--- src/rtl/lpcm_pkg.sv ---
package lpcm_pkg;
  localparam int ADDR_W = 16;
  localparam int BYTE_W = 8;
  localparam int IDX_W  = 4;
  localparam int BANK_EN_BIT = 0;
  localparam int BANK_FLIP_BIT = 4;

  // address bits not compared in the data/status window (bit 0 selects, bit 2 free)
  localparam logic [ADDR_W-1:0] DS_DONTCARE   = ADDR_W'(5);
  // address bits not compared in the bank window (low nibble is the index)
  localparam logic [ADDR_W-1:0] BANK_DONTCARE = ADDR_W'((1 << IDX_W) - 1);
  localparam logic [ADDR_W-1:0] BANK_FLIP     = ADDR_W'(1 << BANK_FLIP_BIT);

  function automatic logic ds_window(input logic [ADDR_W-1:0] addr,
                                     input logic [ADDR_W-1:0] base);
    logic [ADDR_W-1:0] care;
    care = ~DS_DONTCARE;
    return (addr & care) == (base & care);
  endfunction

  function automatic logic bank_window(input logic [ADDR_W-1:0] addr,
                                       input logic [ADDR_W-1:0] base);
    logic [ADDR_W-1:0] care;
    care = ~BANK_DONTCARE;
    return (addr & care) == ((base ^ BANK_FLIP) & care);
  endfunction
endpackage

--- src/rtl/lpcm_basereg.sv ---
module lpcm_basereg
  import lpcm_pkg::*;
(
  input  logic              clk,
  input  logic              rst_n,
  input  logic              chan_en,
  input  logic              cpu_we,
  input  logic              cpu_sel,
  input  logic [BYTE_W-1:0] cpu_wdata,
  output logic [BYTE_W-1:0] cpu_rdata,
  output logic [ADDR_W-1:0] base
);
  logic [BYTE_W-1:0] hi_q, lo_q;
  logic wr_hi, wr_lo, addr_locked;

  assign addr_locked = chan_en;
  assign wr_hi = cpu_we &&  cpu_sel;
  assign wr_lo = cpu_we && !cpu_sel;

  always_ff @(posedge clk or negedge rst_n) begin
    if (!rst_n) begin
      hi_q <= '0;
      lo_q <= '0;
    end else begin
      if (wr_hi && !addr_locked) hi_q <= cpu_wdata;
      if (wr_lo) begin
        if (!addr_locked) lo_q <= cpu_wdata;
        else lo_q[BANK_EN_BIT] <= cpu_wdata[BANK_EN_BIT];
      end
    end
  end

  assign base      = {hi_q, lo_q};
  assign cpu_rdata = cpu_sel ? hi_q : lo_q;


  addr_lock_chk: assert property (@(posedge clk) disable iff (!rst_n)
    (addr_locked && cpu_we) |=> (base[ADDR_W-1:1] == $past(base[ADDR_W-1:1])));


  en_bit_wr_chk: assert property (@(posedge clk) disable iff (!rst_n)
    wr_lo |=> (base[BANK_EN_BIT] == $past(cpu_wdata[BANK_EN_BIT])));
endmodule

--- src/rtl/lpcm_decode.sv ---
module lpcm_decode
  import lpcm_pkg::*;
(
  input  logic              chan_en,
  input  logic              host_valid,
  input  logic [ADDR_W-1:0] host_addr,
  input  logic [ADDR_W-1:0] base,
  output logic              ds_sel,
  output logic              bank_sel,
  output logic [IDX_W-1:0]  idx
);
  logic ds_raw, bank_raw, bank_on;

  assign ds_raw   = ds_window(host_addr, base);
  assign bank_raw = bank_window(host_addr, base);
  assign bank_on  = base[BANK_EN_BIT];

  always_comb begin
    ds_sel   = host_valid && chan_en && ds_raw;
    bank_sel = host_valid && chan_en && bank_on && bank_raw && !ds_raw;
    idx      = bank_sel ? host_addr[IDX_W-1:0] : '0;
  end


  always_comb begin
    one_window_chk: assert (!(ds_sel && bank_sel));
  end
endmodule

--- src/rtl/lpc_io_addr_match.sv ---
module lpc_io_addr_match
  import lpcm_pkg::*;
(
  input  logic              clk,
  input  logic              rst_n,
  input  logic              chan_en,
  input  logic              cpu_we,
  input  logic              cpu_sel,
  input  logic [BYTE_W-1:0] cpu_wdata,
  output logic [BYTE_W-1:0] cpu_rdata,
  input  logic              host_valid,
  input  logic              host_write,
  input  logic [ADDR_W-1:0] host_addr,
  output logic              hit_ds,
  output logic              hit_bank,
  output logic [IDX_W-1:0]  bank_idx,
  output logic              idw_pulse,
  output logic              odr_pulse,
  output logic              str_pulse
);
  logic [ADDR_W-1:0] base;
  logic ds_sel, bank_sel, is_status;
  logic [IDX_W-1:0] idx;

  lpcm_basereg u_reg (
    .clk(clk), .rst_n(rst_n), .chan_en(chan_en), .cpu_we(cpu_we),
    .cpu_sel(cpu_sel), .cpu_wdata(cpu_wdata), .cpu_rdata(cpu_rdata), .base(base)
  );

  lpcm_decode u_dec (
    .chan_en(chan_en), .host_valid(host_valid), .host_addr(host_addr),
    .base(base), .ds_sel(ds_sel), .bank_sel(bank_sel), .idx(idx)
  );

  assign is_status = host_addr[0];

  always_ff @(posedge clk or negedge rst_n) begin
    if (!rst_n) begin
      hit_ds    <= 1'b0;
      hit_bank  <= 1'b0;
      bank_idx  <= '0;
      idw_pulse <= 1'b0;
      odr_pulse <= 1'b0;
      str_pulse <= 1'b0;
    end else begin
      hit_ds    <= ds_sel;
      hit_bank  <= bank_sel;
      bank_idx  <= idx;
      idw_pulse <= ds_sel && !is_status &&  host_write;
      odr_pulse <= ds_sel && !is_status && !host_write;
      str_pulse <= ds_sel &&  is_status && !host_write;
    end
  end


  chan_off_chk: assert property (@(posedge clk) disable iff (!rst_n)
    !chan_en |=> !(hit_ds || hit_bank));


  no_beat_chk: assert property (@(posedge clk) disable iff (!rst_n)
    !host_valid |=> !(hit_ds || hit_bank || idw_pulse || odr_pulse || str_pulse));


  bank_off_chk: assert property (@(posedge clk) disable iff (!rst_n)
    !base[BANK_EN_BIT] |=> !hit_bank);


  pulse_src_chk: assert property (@(posedge clk) disable iff (!rst_n)
    (idw_pulse || odr_pulse || str_pulse) |-> hit_ds);


  pulse_one_chk: assert property (@(posedge clk) disable iff (!rst_n)
    $onehot0({idw_pulse, odr_pulse, str_pulse}));


  hit_excl_chk: assert property (@(posedge clk) disable iff (!rst_n)
    $onehot0({hit_ds, hit_bank}));


  idx_zero_chk: assert property (@(posedge clk) disable iff (!rst_n)
    !hit_bank |-> (bank_idx == '0));
endmodule

--- config.mk ---
export PLATFORM = sky130hd
export DESIGN_NAME = lpc_io_addr_match
export DESIGN_NICKNAME = d
export VERILOG_FILES = /design/src/rtl/lpcm_pkg.sv /design/src/rtl/lpcm_basereg.sv /design/src/rtl/lpcm_decode.sv /design/src/rtl/lpc_io_addr_match.sv
export SDC_FILE = /design/constraint.sdc
export NUM_CORES = 1
export LEC_CHECK = 0
export ABC_CLOCK_PERIOD_IN_PS = 2500
export BUFFER_PORTS_ARGS = -buffer_cell sky130_fd_sc_hd__buf_2
export CORE_AREA = 2 2 55 57
export DETAILED_ROUTE_END_ITERATION = 10
export DIE_AREA = 0 0 57 59
export PLACE_DENSITY = 0.85
export SYNTH_ARGS = -nofsm -noshare
export SYNTH_HDL_FRONTEND = slang
export SYNTH_SLANG_ARGS = --single-unit
--- constraint.sdc ---
create_clock -name clk -period 2.5 [get_ports clk]
set_input_delay 0.125 -clock clk [delete_from_list [all_inputs] [get_ports clk]]
set_output_delay 0.125 -clock clk [all_outputs]
set_load 0.03 [all_outputs]
* Word level (Yosys, flattened, before mapping)
Index checks and enable logic that the tools add are counted.
** Storage, ports and cells
- Register bits :: 25
- Output and inout port bits :: 17
- Word-level logic and storage cells :: 34
** Operators by class
- Eq/ne operators :: 2
- Muxes and demuxes :: 2
- Bitwise gates (word level) :: 2
- Reductions and logical operators :: 19
** Operators with widths (number)
- $eq 14x14->1 :: 1
- $logic_and 1x1->1 :: 13
- $eq 12x12->1 :: 1
- $mux 8 :: 1
- $logic_not 1->1 :: 5
- $mux 4 :: 1
- $not 1->1 :: 2
- $reduce_and 2->1 :: 1

* Longest topological paths before layout
- Depth in word-level cells :: 5
- Mapped depth :: 4
- Gate-level depth less buffers :: 3

* By module
Synthesis repeated with hierarchy kept, for this count alone.
** Second synthesis, totals
- Cells, all modules :: 87
- Area, all modules :: 1197.4 um^2
** By module, submodules not included
- lpcm_basereg :: instances 1, cells an instance 44, area an instance 723.2 um^2
- lpc_io_addr_match :: instances 1, cells an instance 12, area an instance 255.2 um^2
- lpcm_decode :: instances 1, cells an instance 31, area an instance 219.0 um^2

* Worst setup path after synthesis
OpenSTA, ideal clock, no wires.
- Kind :: register -> register
- From :: register u_reg.hi_q[6]
- To :: register bank_idx[0]
- Arrival :: 1.420 ns
- Data required time :: 2.398 ns
- Path slack :: 0.978 ns
- Cell stages (with the launch flop) :: 5
- Path through :: dfrtp_1 > xor2_1 > or4_1 > buf_2 > nor4_1
** On the way
- Longest elaborated chain between the ends :: 4
** RTL lines
- start, declared :: line lpcm_basereg.sv:13 : logic [BYTE_W-1:0] hi_q, lo_q;
- start signal, assigned :: line lpcm_basereg.sv:25 : if (wr_hi && !addr_locked) hi_q <= cpu_wdata;
- $eq 14x14->1 or $eq 12x12->1 (tied branches) :: line lpcm_pkg.sv:18, lpcm_pkg.sv:25
- $logic_not 1->1 or $logic_and 1x1->1 (tied branches) :: line lpcm_decode.sv:20 : bank_sel = host_valid && chan_en && bank_on && bank_raw && !ds_raw;
- $logic_and 1x1->1 * :: line lpcm_decode.sv:20
- $mux 4 * :: line lpcm_decode.sv:21 : idx = bank_sel ? host_addr[IDX_W-1:0] : '0;
- net idx[0] :: line lpc_io_addr_match.sv:23 : logic [IDX_W-1:0] idx;
- end signal, assigned :: line lpc_io_addr_match.sv:48 : bank_idx <= idx;
- end, declared :: line lpc_io_addr_match.sv:16 : output logic [IDX_W-1:0] bank_idx,
The timed path passes the listed nets; every way through them passes the cells marked *.
A chain may end at the register's enable or synchronous reset.

* Worst setup path after layout
Same ends and word-level chain as after synthesis.

==> results.py <==
metrics = {
    "status": {
        "status": "finished clean",
    },
    "logic_synthesis": {
        "synth_cells": 94,
        "mappedNetlistArea_um2": 1210,
        "ys_seq_area_frac": 0.518,
        "synth_cell_types": 14,
        "synth_fp_nets": 125,
        "avgSynthCellArea_um2": 12.8,
        "synth_seq_cells": 25,
        "synth_top_area_cell": "dfrtp_1",
        "synth_top_area_share": 0.518,
        "ys_warn_count": 0,
        "ys_top_cells_by_area": "dfrtp_1 52%, mux2_2 22%, xnor2_1 8.0%, nor4_1 4.7%, xor2_1 2.9%",
    },
    "global_routing": {
        "grt_pass1_vias": 909,
        "track_usage": 0.169,
        "grt_pass1_wl_mm": 4.31,
        "grt_max_degree": 26,
        "antenna_found_initial": 0,
        "gr-total-overflow": 0,
    },
    "floorplan": {
        "io-pin-count": 48,
        "start_util": 0.446,
        "core_area_um2": 2710,
        "core.rowCount": 19,
        "die_w_um": 57,
        "die_area_um2": 3360,
        "die_h_um": 59,
    },
    "clocking": {
        "htreeDepth": 1,
        "clock-root-buffer": "clkbuf_4",
        "clock-sinks": 25,
        "clk_latency_ps": 320,
        "cts_tree": "done",
        "cts_buffers": 3,
        "cts_buffer_depth": 2,
        "clkTransAtPathRegs_ps": 140,
    },
    "setup_path": {
        "regToRegEndpoint": "bank_idx[0]",
        "startpoint_type": "register",
        "r2r_slack_ps": 750,
        "arrival_ps": 1960,
        "worstPathMaxFanout": 9,
        "reg2reg_from": "u_reg.hi_q[6]",
        "critPathRequiredTime_ps": 2710,
        "worstSetupPathType": "reg2reg",
        "r2r_cells": 3,
        "crit_path_end_kind": "register",
    },
    "cells_and_area": {
        "fill_cells": 242,
        "final_layout_size_suffix_gt1_frac": 0.521,
        "synthToLayoutAreaGrowth_pct": 24.9,
        "nets": 176,
        "antenna_cells": 0,
        "instances_no_fill": 175,
    },
    "place": {
        "place_inst": 170,
        "gp_congestion": 0.726,
        "port_buffers": 47,
        "dp_hpwl_mm": 2.12,
    },
    "pwr": {
        "static-leakage-power_nw": 0.697,
        "ir_drop_mv": 0.442,
        "pwr_density_cell_nw_per_um2": 651,
    },
    "worst_hold_path": {
        "hold_path_class": "in2reg",
        "hp-start": "cpu_wdata[7]",
        "hold_end": "u_reg.hi_q[7]",
        "min_path_cells": 2,
    },
    "sta": {
        "clock.fmax_ghz": 0.573,
        "rsz0062_at_grt": "no",
        "maxSlewHeadroom": 0.597,
        "hold_viol": 0,
        "final.setup.tns_ps": 0,
        "final_max_slew_viol_count": 0,
        "tightestPinTransition_ps": 602,
        "skew_ps": 6.78,
        "fin_crit_sh": 0.699,
        "setup_viol": 0,
        "fin_crit_ps": 1750,
    },
    "route": {
        "via_count": 942,
        "drt_iter0_drc": 11,
        "ant_nets": 0,
        "via_per_inst": 5.38,
        "drc": 0,
        "wl_per_cell_um": 15.4,
        "wl_mm": 2.69,
        "drtPass1Iterations": 4,
    },
    "job": {
        "drv_cap": 0,
    },
}
==> worst max-delay path by stage <==
| stage | cells after the start | start | endpoint |
|---|---|---|---|
| after floorplan | 4 | u_reg.hi_q[6] | bank_idx[0] |
| after global placement | 3 | u_reg.hi_q[6] | odr_pulse |
| after detailed placement | 3 | u_reg.hi_q[6] | bank_idx[0] |
| after CTS | 3 | u_reg.hi_q[6] | bank_idx[0] |
| after global routing | 3 | u_reg.hi_q[6] | bank_idx[0] |
| final | 3 | u_reg.hi_q[6] | bank_idx[0] |
==> cell usage in the layout, fill, tap and decap left out <==
| cell type | instances |
|---|---|
| nor4_1 | 9 |
| mux2_2 | 24 |
| nand3b_1 | 1 |
| xor2_1 | 4 |
| nand4_1 | 5 |
| xnor2_1 | 11 |
| or4_1 | 1 |
| nor2_1 | 1 |
| dlygate4sd3_1 | 1 |
| buf_2 | 47 |
| nor3b_2 | 1 |
| nand3_1 | 5 |
| clkbuf_4 | 3 |
| nor2b_1 | 3 |
| nand2_1 | 2 |
| clkbuf_1 | 1 |
| dfrtp_1 | 25 |
==> timing repair <==
| item | in CTS | in global routing |
|---|---|---|
| gates resized for setup | 0 | 0 |
| buffers inserted | 0 | 0 |
| hold buffers | 1 | 0 |
| endpoints found under the hold margin | 25 | 0 |
==> critical path: stages, from the launching register on <==
cell     delay (ps)
dfrtp_1         430
xor2_1          170
or4_1           680
nor4_1          370
==> flip-flops by register name, summed over array words and instances, names as in the netlist <==
signal / cells
odr_pulse: 1
str_pulse: 1
u_reg.lo_q: 8
idw_pulse: 1
bank_idx: 4
hit_bank: 1
u_reg.hi_q: 8
hit_ds: 1
==> final cells by class <==
type	count	area, µm²	area share
Tap cell	31	38.8	0.0257
Sequential cell	25	626	0.415
Timing Repair Buffer	48	245	0.163
Multi-Input combinational cell	67	572	0.379
Clock buffer	4	26.3	0.0174
==> per-layer routing <==
layer	track usage	part of all wire
met5	0	0
met4	0.0698	0.023
met3	0.0371	0.083
met2	0.281	0.48
met1	0.216	0.41
==> cells in the mapped netlist <==
library cell and n:
nor2b_1 3, buf_2 2, dfrtp_1 25, nor4_1 9, or4_1 1, nand4_1 5
nand3b_1 1, nand3_1 5, nor3b_2 1, xnor2_1 11, xor2_1 4, mux2_2 24
nand2_1 2, nor2_1 1
==> report_power, final <==
part	total, mW	internal, mW	switching, mW
Combinational	0.299	0.138	0.161
Sequential	0.499	0.453	0.0468
Clock	0.183	0.0625	0.120
Total	0.981	0.653	0.328
==> metrics by stage <==
step | setup WS, ps | hold WS (ps) | utilization | area [µm²] | power (mW)
2_1_floorplan | 978 | -171 | - | 1210 | 0.710
3_3_place_gp | 880 | 132 | 0.543 | 1470 | 0.792
3_5_place_dp | 771 | 147 | 0.543 | 1470 | 0.808
4_1_cts | 738 | 32.0 | 0.556 | 1510 | 0.986
5_1_grt | 646 | 29.9 | 0.556 | 1510 | 1.04
6_report | 753 | 36.7 | 0.556 | 1510 | 0.981
==> logic make-up after synthesis <==
family | Yosys count | synth area share
flip-flops | 25 | 0.518
XOR/XNOR | 15 | 0.109
AND/OR/NAND/NOR | 28 | 0.141
buffers and inverters | 2 | 0.00829
multiplexers | 24 | 0.224
Note: power is estimated with default switching activity, not from simulation.
